$ cat src/rtl/pcm_frame_pkg.sv
package pcm_frame_pkg;

  // Strobes issued by the control path to the sample datapath
  typedef struct packed {
    logic frameSwap;  // last cycle of a frame: move samples at this edge
    logic inLoad;     // input holding register written this cycle
    logic outTake;    // output holding register read this cycle
  } pcmStrobes_t;

  localparam int unsigned LEVEL_FLAG_W = 4;

endpackage

$ cat src/rtl/pcm_frame_ctrl.sv
module pcm_frame_ctrl
  import pcm_frame_pkg::*;
#(
  parameter int unsigned FRAME_CYCLES = 250,
  parameter int unsigned FLAG_W       = LEVEL_FLAG_W
) (
  input  logic              clk,
  input  logic              rstN,
  input  logic              pcmIntEn,
  input  logic              inWrEn,
  input  logic              outRdEn,
  input  logic              dmaAck,
  input  logic              irqClr,
  input  logic              cvsdIntEn,
  input  logic [FLAG_W-1:0] cvsdLevelFlags,
  output pcmStrobes_t       strobes,
  output logic              frameTick,
  output logic              cvsdTick,
  output logic              dmaReq,
  output logic              pcmIrq,
  output logic              cvsdIrq
);

  localparam int unsigned CNT_W = (FRAME_CYCLES > 1) ? $clog2(FRAME_CYCLES) : 1;
  localparam logic [CNT_W-1:0] LAST_CNT = CNT_W'(FRAME_CYCLES - 1);

  logic [CNT_W-1:0] frameCnt;
  logic             atLast;
  logic             halfSel;
  logic             levelAny;

  assign atLast = (frameCnt == LAST_CNT);

  // Frame counter: wraps after the terminal count
  always_ff @(posedge clk or negedge rstN) begin
    if (!rstN) begin
      frameCnt <= '0;
    end else if (atLast) begin
      frameCnt <= '0;
    end else begin
      frameCnt <= frameCnt + 1'b1;
    end
  end

  // Half-rate phase for the compressed side
  always_ff @(posedge clk or negedge rstN) begin
    if (!rstN) begin
      halfSel <= 1'b0;
    end else if (atLast) begin
      halfSel <= ~halfSel;
    end
  end

  // Per-frame service request routed to DMA or the interrupt flag
  always_ff @(posedge clk or negedge rstN) begin
    if (!rstN) begin
      dmaReq <= 1'b0;
    end else if (atLast && !pcmIntEn) begin
      dmaReq <= 1'b1;
    end else if (dmaAck) begin
      dmaReq <= 1'b0;
    end
  end

  always_ff @(posedge clk or negedge rstN) begin
    if (!rstN) begin
      pcmIrq <= 1'b0;
    end else if (atLast && pcmIntEn) begin
      pcmIrq <= 1'b1;
    end else if (irqClr) begin
      pcmIrq <= 1'b0;
    end
  end

  // FIFO level flags merged and gated, one register stage
  assign levelAny = |cvsdLevelFlags;

  always_ff @(posedge clk or negedge rstN) begin
    if (!rstN) begin
      cvsdIrq <= 1'b0;
    end else begin
      cvsdIrq <= cvsdIntEn & levelAny;
    end
  end

  assign frameTick         = atLast;
  assign cvsdTick          = atLast & halfSel;
  assign strobes.frameSwap = atLast;
  assign strobes.inLoad    = inWrEn;
  assign strobes.outTake   = outRdEn;

endmodule

$ cat src/rtl/pcm_frame_dp.sv
module pcm_frame_dp
  import pcm_frame_pkg::*;
#(
  parameter int unsigned SAMPLE_W = 16
) (
  input  logic                clk,
  input  logic                rstN,
  input  pcmStrobes_t         strobes,
  input  logic [SAMPLE_W-1:0] inWrData,
  input  logic [SAMPLE_W-1:0] convOut,
  output logic [SAMPLE_W-1:0] workIn,
  output logic [SAMPLE_W-1:0] outRdData,
  output logic                underrun,
  output logic                overrun
);

  logic [SAMPLE_W-1:0] inHold;
  logic [SAMPLE_W-1:0] outHold;
  logic                inFilled;
  logic                outConsumed;

  // Input holding register: written any cycle
  always_ff @(posedge clk or negedge rstN) begin
    if (!rstN) begin
      inHold <= '0;
    end else if (strobes.inLoad) begin
      inHold <= inWrData;
    end
  end

  // Working and output registers move only at the frame boundary
  always_ff @(posedge clk or negedge rstN) begin
    if (!rstN) begin
      workIn  <= '0;
      outHold <= '0;
    end else if (strobes.frameSwap) begin
      workIn  <= inHold;
      outHold <= convOut;
    end
  end

  // Service tracking for both holding registers
  always_ff @(posedge clk or negedge rstN) begin
    if (!rstN) begin
      inFilled    <= 1'b0;
      outConsumed <= 1'b1;
      underrun    <= 1'b0;
      overrun     <= 1'b0;
    end else if (strobes.frameSwap) begin
      underrun    <= ~inFilled;
      overrun     <= ~(outConsumed | strobes.outTake);
      inFilled    <= strobes.inLoad;
      outConsumed <= 1'b0;
    end else begin
      if (strobes.inLoad) begin
        inFilled <= 1'b1;
      end
      if (strobes.outTake) begin
        outConsumed <= 1'b1;
      end
    end
  end

  assign outRdData = outHold;

endmodule

$ cat src/rtl/pcm_frame_timer.sv
module pcm_frame_timer
  import pcm_frame_pkg::*;
#(
  parameter int unsigned FRAME_CYCLES = 250,
  parameter int unsigned SAMPLE_W     = 16
) (
  input  logic                    clk,
  input  logic                    rstN,
  input  logic                    pcmIntEn,
  input  logic                    inWrEn,
  input  logic [SAMPLE_W-1:0]     inWrData,
  input  logic                    outRdEn,
  output logic [SAMPLE_W-1:0]     outRdData,
  output logic [SAMPLE_W-1:0]     workIn,
  input  logic [SAMPLE_W-1:0]     convOut,
  input  logic                    dmaAck,
  input  logic                    irqClr,
  input  logic                    cvsdIntEn,
  input  logic [LEVEL_FLAG_W-1:0] cvsdLevelFlags,
  output logic                    frameTick,
  output logic                    cvsdTick,
  output logic                    dmaReq,
  output logic                    pcmIrq,
  output logic                    cvsdIrq,
  output logic                    underrun,
  output logic                    overrun
);

  pcmStrobes_t strobes;

  pcm_frame_ctrl #(
    .FRAME_CYCLES(FRAME_CYCLES),
    .FLAG_W      (LEVEL_FLAG_W)
  ) u_ctrl (
    .clk           (clk),
    .rstN          (rstN),
    .pcmIntEn      (pcmIntEn),
    .inWrEn        (inWrEn),
    .outRdEn       (outRdEn),
    .dmaAck        (dmaAck),
    .irqClr        (irqClr),
    .cvsdIntEn     (cvsdIntEn),
    .cvsdLevelFlags(cvsdLevelFlags),
    .strobes       (strobes),
    .frameTick     (frameTick),
    .cvsdTick      (cvsdTick),
    .dmaReq        (dmaReq),
    .pcmIrq        (pcmIrq),
    .cvsdIrq       (cvsdIrq)
  );

  pcm_frame_dp #(
    .SAMPLE_W(SAMPLE_W)
  ) u_dp (
    .clk      (clk),
    .rstN     (rstN),
    .strobes  (strobes),
    .inWrData (inWrData),
    .convOut  (convOut),
    .workIn   (workIn),
    .outRdData(outRdData),
    .underrun (underrun),
    .overrun  (overrun)
  );

endmodule

$ cat config.mk
export PLATFORM = sky130hd
export DESIGN_NAME = pcm_frame_timer
export DESIGN_NICKNAME = d
export VERILOG_FILES = /design/src/rtl/pcm_frame_pkg.sv /design/src/rtl/pcm_frame_ctrl.sv /design/src/rtl/pcm_frame_dp.sv /design/src/rtl/pcm_frame_timer.sv
export SDC_FILE = /design/constraint.sdc
export NUM_CORES = 1
export LEC_CHECK = 0
export BUFFER_PORTS_ARGS = -buffer_cell sky130_fd_sc_hd__buf_2
export CAP_MARGIN = 10
export CORE_ASPECT_RATIO = 1.2
export CORE_MARGIN = 1.5
export CORE_UTILIZATION = 25
export CTS_CLUSTER_SIZE = 16
export DETAILED_ROUTE_END_ITERATION = 8
export PLACE_DENSITY_LB_ADDON = 0.05
export RECOVER_POWER = 100
export SLEW_MARGIN = 5
export SYNTH_ARGS = -nofsm -noshare
export SYNTH_HDL_FRONTEND = slang
export SYNTH_SLANG_ARGS = --single-unit
$ cat constraint.sdc
create_clock -name clk -period 2.25 [get_ports clk]
set_input_delay 0.675 -clock clk [delete_from_list [all_inputs] [get_ports clk]]
set_output_delay 0.675 -clock clk [all_outputs]
set_load 0.01 [all_outputs]
==> results of run 1 <==
==> cell usage in the layout (no fill, tap or decap), types with 2 or more instances in the layout <==
master	n
buf_2	41
clkbuf_1	44
clkbuf_16	9
clkbuf_2	3
dfrtp_1	63
inv_1	6
mux2_1	26
mux2_2	23
nand2_1	3
nand3_1	5
nor2_1	7
o21ai_0	2
or3_1	2
xnor2_1	2
xor2_1	2
==> cells in the mapped netlist, drive strengths merged (2+ instances only) <==
cell   number  area, sq um
buf         6         90.1
dfrtp      63         1580
ha          2         25.0
inv         7         26.3
mux2       49          649
nand2       3         11.3
nand3       5         25.0
nor2        7         26.3
o21ai       2         10.0
or3         2         12.5
xnor2       2         17.5
xor2        2         17.5
==> sequential cells by signal, indices dropped and copies added (netlist names) <==
signal,flops
u_ctrl.cvsdIrq,1
u_dp.outRdData,16
u_dp.inFilled,1
u_dp.underrun,1
u_dp.overrun,1
u_ctrl.halfSel,1
u_dp.inHold,16
u_dp.outConsumed,1
u_ctrl.dmaReq,1
u_dp.workIn,16
u_ctrl.pcmIrq,1
u_ctrl.frameCnt,8
==> logic make-up after synthesis <==
family / synth area share, %
flip-flops: 60.7
adder cells (fa/ha/maj): 0.947
buffers and inverters: 4.55
AO/OA/AOI/OAI: 2.42
AND/OR/NAND/NOR: 5.12
XOR/XNOR: 1.33
multiplexers: 25.0
==> power groups by stage <==
stage                     registers (W)  clock network, W   logic, W
after floorplan                 0.00124                 0  0.0000563
after global placement          0.00124                 0   0.000156
after detailed placement        0.00124                 0   0.000158
after CTS                       0.00122           0.00142   0.000158
after global routing            0.00122           0.00148   0.000148
final                           0.00122           0.00136   0.000130
==> final cells by class <==
type,count,area [sq um],share of cell area [%]
Inverter,7,26.3,0.796
Timing Repair Buffer,88,393,11.9
Clock inverter,3,42.5,1.29
Tap cell,126,158,4.77
Multi-Input combinational cell,87,833,25.2
Clock buffer,12,246,7.46
Sequential cell,64,1600,48.5
==> routing by layer <==
metal,track usage [%],up-vias
li1,-,755
met1,13.4,828
met2,16.1,41
met3,3.62,7
met4,4.93,0
met5,0,-
==> what timing repair did <==
item                                    CTS  global route
resized for setup                         0             2
endpoints found under the setup margin    0             1
setup buffers                             0             2
==> worst paths after layout <==
| kind | startpoint | end | slack, ns | cells after the start |
|---|---|---|---|---|
| max | u_ctrl.frameCnt[1]$_DFF_PN0_ | cvsdTick | 0.15 | 7 |
| min | u_dp.inFilled$_DFFE_PN0P_ | u_dp.underrun$_DFFE_PN0N_ | 0.47 | 1 |
| max reg2reg | u_ctrl.frameCnt[0]$_DFF_PN0_ | u_dp.outRdData[13]$_DFFE_PN0N_ | 0.45 | 5 |
| min reg2reg | u_dp.inFilled$_DFFE_PN0P_ | u_dp.underrun$_DFFE_PN0N_ | 0.47 | 1 |
| max in group asynchronous | rstN | u_dp.workIn[11]$_DFFE_PN0N_ | 0.46 | 2 |
| min in group asynchronous | rstN | u_dp.outRdData[15]$_DFFE_PN0N_ | 0.55 | 1 |
==> metrics by stage <==
stage / util (%) / area [sq um] / power (W)
global placement: 31.3 / 3180 / 0.00139
detailed placement: 31.3 / 3180 / 0.00140
floorplan: - / 2640 / 0.00130
global route: 32.5 / 3300 / 0.00285
finish: 32.5 / 3300 / 0.00271
CTS: 34.2 / 3470 / 0.00280
==> worst max-delay path, delay by kind of cell (launching register included) <==
kind	cells	cell delay, ns
adders and majority gates	1	0.15
buffers and inverters	3	0.25
DFF	1	0.37
and+or+nand+nor	3	0.32
==> flow_summary.toml, run 1 <==
[grt]
grt_pass1_wl_microns = 9000
grt_max_degree = 37
track_usage_pct = 10.5
grt_pass1_vias = 1691
antenna_found_initial = 0
gr-total-overflow = 0

[die]
start_util_pct = 26.0
fp.dieArea_sq_um = 11200
ioPinCount = 83
fp-row-count = 40
die_w_microns = 96.8
design.core.area_sq_um = 10200
die_height_microns = 116

[placed_design]
io_buffers = 82
post-place-ws_ns = 0.353
dp_hpwl_microns = 3640
gp_congestion = 0.625
dp_cells = 370

[flow_run]
maxCapViolations = 0

[power]
clock_power_share_pct = 50.3
combPwrFrac_pct = 4.8
irDropWorstVdd_uv = 349
power.leakage_nw = 1.54
p_int_w = 0.00214
seqPwrFrac_pct = 44.9
p_per_area_nw_per_um2 = 821
p_sw_w = 0.000567
p_sw_share_pct = 20.9

[synthesis]
synth_edf_count = 0
syn_area_sq_um = 2640
ys_types = 30
synth-seq-area-share_pct = 60.7
synthFlopType = "dfrtp_1"
syn_avg_cell_area_sq_um = 16.0
synth-async-reset-ratio_pct = 100
ys_seq_elements = 64
yosys_warnings = 0
synthCells = 165
syn-num-nets = 211

[sta]
clock-skew-final_ns = 0.00445
setup_viol = 0
drv_slew = 0
slew_headroom_pct = 25.4
rsz0062_at_grt = "false"
hold_viol = 0
min_period_over_period_pct = 93.1
layout_setup_ws_ns = 0.155
fmax_ghz = 0.477
finalSetupTns_ns = 0
worst_pin_slew_ns = 1.12
finalCriticalPeriod_ns = 2.10
holdWs_ns = 0.466

[worst_setup_path]
crit_type = "register to output port"
crit_required_ns = 1.57
startpoint_type = "register"
cp-end-kind = "output port"
path_max_fanout = 3
crit_arrival_ns = 1.42
max_stage_delay_ns = 0.37
path_cells = "inv_1 -> ha_4 -> nand3b_4 -> nand2b_4 -> inv_2 -> and2_1 -> clkbuf_2"
critPathSlowestCell = "dfrtp_1"

[cts]
insertion_delay_ns = 0.32
postCtsHoldBufs = 0
clk_path_buf_depth = 2
cts_tree = "yes"
numCtsBuffers = 9
cts.clk_slew.worst_paths_ns = 0.05
root_buffer = "clkbuf_16"
clock_sinks = 64
htreeDepth = 3

[detailed_routing]
drc = 0
met2_length_microns = 2630
first_pass_iters = 2
drtAntennaViolNets = 0
viasPerCell = 4.21
top_layer = "met4"
wl_microns = 5420
via_count = 1631
wl_met3_microns = 284
wl_per_cell_microns = 14.0
route.layer.met1.wl_microns = 2410
drtIter0Drc = 53

[finish]
syn_to_final_growth_pct = 25.0
nFillCells = 1085
drive_gt1_share_pct = 33.7
num_antenna_cells = 0
layout.cells.non_filler = 387
nNetsFinal = 303

[run_status]
outcome = "finished clean"

[hold_path]
hold_path_class = "register to register"
Note: power is estimated with default switching activity, not from simulation.
==> inputs of run 2 (changes only) <==
Settings changed: CELL_PAD_IN_SITES_DETAIL_PLACEMENT set to 2, CELL_PAD_IN_SITES_GLOBAL_PLACEMENT set to 2, CORE_ASPECT_RATIO 1.2 to 0.6.
==> flow_summary.toml, run 2 (synthesized netlist as in run 1, its figures left out) <==
[finish]
drive_gt1_share_pct = 60.5
nNetsFinal = 304
layout.cells.non_filler = 398
final_common_cell = "buf_2"
sequential_cell_area_sq_um = 1600
final_cell_mix = "81 x buf_2, 62 x dfrtp_1, 26 x mux2_4, 23 x mux2_2, 9 x clkbuf_16"
multi_input_area_sq_um = 931
nFillCells = 1060
syn_to_final_growth_pct = 33.6
fin_area_sq_um = 3530
num_antenna_cells = 0

[power]
clock_power_share_pct = 53.5
combPwrFrac_pct = 5.0
irDropWorstVdd_uv = 336
p_per_area_nw_per_um2 = 834
p_sw_w = 0.000587
p_int_w = 0.00236
seqPwrFrac_pct = 41.5
p_sw_share_pct = 20.0
power.leakage_nw = 1.82
finalPower_w = 0.00294

[worst_setup_path]
cp-end-kind = "output port"
max_stage_delay_ns = 0.45
crit_start = "u_ctrl.frameCnt[0]$_DFF_PN0_"
crit_arrival_ns = 1.51
path_max_fanout = 7
path_cells = "ha_4 -> nand3b_4 -> nand2b_4 -> inv_6 -> and2_1 -> buf_2"
crit_required_ns = 1.57
critPathSlowestCell = "dfrtp_2"
startpoint_type = "register"
crit_buf_inv = 2
crit_type = "register to output port"
reg2reg_from = "u_ctrl.frameCnt[0]$_DFF_PN0_"
path_delay_family = "flip-flops"

[die]
fp-row-count = 28
fp.dieArea_sq_um = 11200
die_height_microns = 82.6
start_util_pct = 26.3
design.core.area_sq_um = 10100
die_w_microns = 136
ioPinCount = 83

[grt]
antenna_found_initial = 1
grt_pass1_wl_microns = 10100
grt_pass1_vias = 1823
gr-total-overflow = 0
grt_max_degree = 52
track_usage_pct = 12.7

[hold_path]
hold_path_class = "input port to async pin"

[sta]
min_period_over_period_pct = 97.3
slew_headroom_pct = 49.5
hold_viol = 0
setup_viol = 0
worst_pin_slew_ns = 0.757
fmax_ghz = 0.457
finalSetupTns_ns = 0
drv_slew = 0
finalCriticalPeriod_ns = 2.19
clock-skew-final_ns = 0.00624
layout_setup_ws_ns = 0.0604

[cts]
htreeDepth = 3
postCtsHoldBufs = 0
root_buffer = "clkbuf_16"
insertion_delay_ns = 0.33
cts.clk_slew.worst_paths_ns = 0.05
cts_tree = "yes"
clk_path_buf_depth = 2
numCtsBuffers = 9
clock_sinks = 64

[detailed_routing]
wl_microns = 6490
via_count = 1655
drtAntennaViolNets = 0
viasPerCell = 4.16
first_pass_iters = 4
drtIter0Drc = 36
drc = 0
wl_per_cell_microns = 16.3

[placed_design]
place_area_sq_um = 3170
dp_hpwl_microns = 4430
dp_cells = 379
post-place-ws_ns = 0.228
io_buffers = 82
gp_congestion = 0.667

[flow_run]
maxCapViolations = 0

[run_status]
outcome = "finished clean"
[run 2: worst paths after layout]
path | depth (start not counted) | slack [ns] | to
worst min register to register | 1 | 0.45 | u_dp.underrun$_DFFE_PN0N_
max in group asynchronous | 2 | 0.58 | u_ctrl.frameCnt[0]$_DFF_PN0_
min in group clk | 1 | 0.45 | u_dp.underrun$_DFFE_PN0N_
worst min-delay path | 1 | 0.39 | u_dp.outRdData[12]$_DFFE_PN0N_
worst max register to register | 5 | 0.27 | u_dp.workIn[0]$_DFFE_PN0N_
worst max-delay path | 6 | 0.06 | cvsdTick
[run 2: worst register-to-register path: stages, from the launching register on]
cell and delay [ns]:
dfrtp_2 0.45, ha_4 0.20, nand3b_4 0.07, nand2b_4 0.14, buf_4 0.56, mux2_2 0.44
[run 2: layout make-up]
type	count	area share [%]
sequential	64	45.4
multi-input combinational	87	26.4
timing repair buffer	89	13.0
clock buffer	10	6.49
tap	135	4.79
clock inverter	6	3.05
inverter	7	0.886
[run 2: repair_timing]
item,in CTS,in global routing
gates resized for setup,4,2
setup endpoints to repair,2,1
buffers inserted,1,2
[run 2: power groups by stage]
stage	sequential, W	clock (W)	combinational, W
2_1_floorplan	0.00124	0	0.0000563
3_5_place_dp	0.00124	0	0.000156
4_1_cts	0.00122	0.00162	0.000157
5_1_grt	0.00123	0.00168	0.000165
3_3_place_gp	0.00124	0	0.000153
6_report	0.00122	0.00158	0.000148
[run 2: metrics by stage]
step	hold WS (ns)	utilization [%]
3_5_place_dp	0.449	31.5
2_1_floorplan	0.379	-
3_3_place_gp	0.442	31.5
6_report	0.393	35.1
5_1_grt	0.453	35.1
4_1_cts	0.257	35.1
[run 2: per-layer routing]
layer	wire (microns)	track usage, %
met4	110	6.13
met2	2710	17.8
met5	0	0
met3	392	4.95
met1	3270	17.0
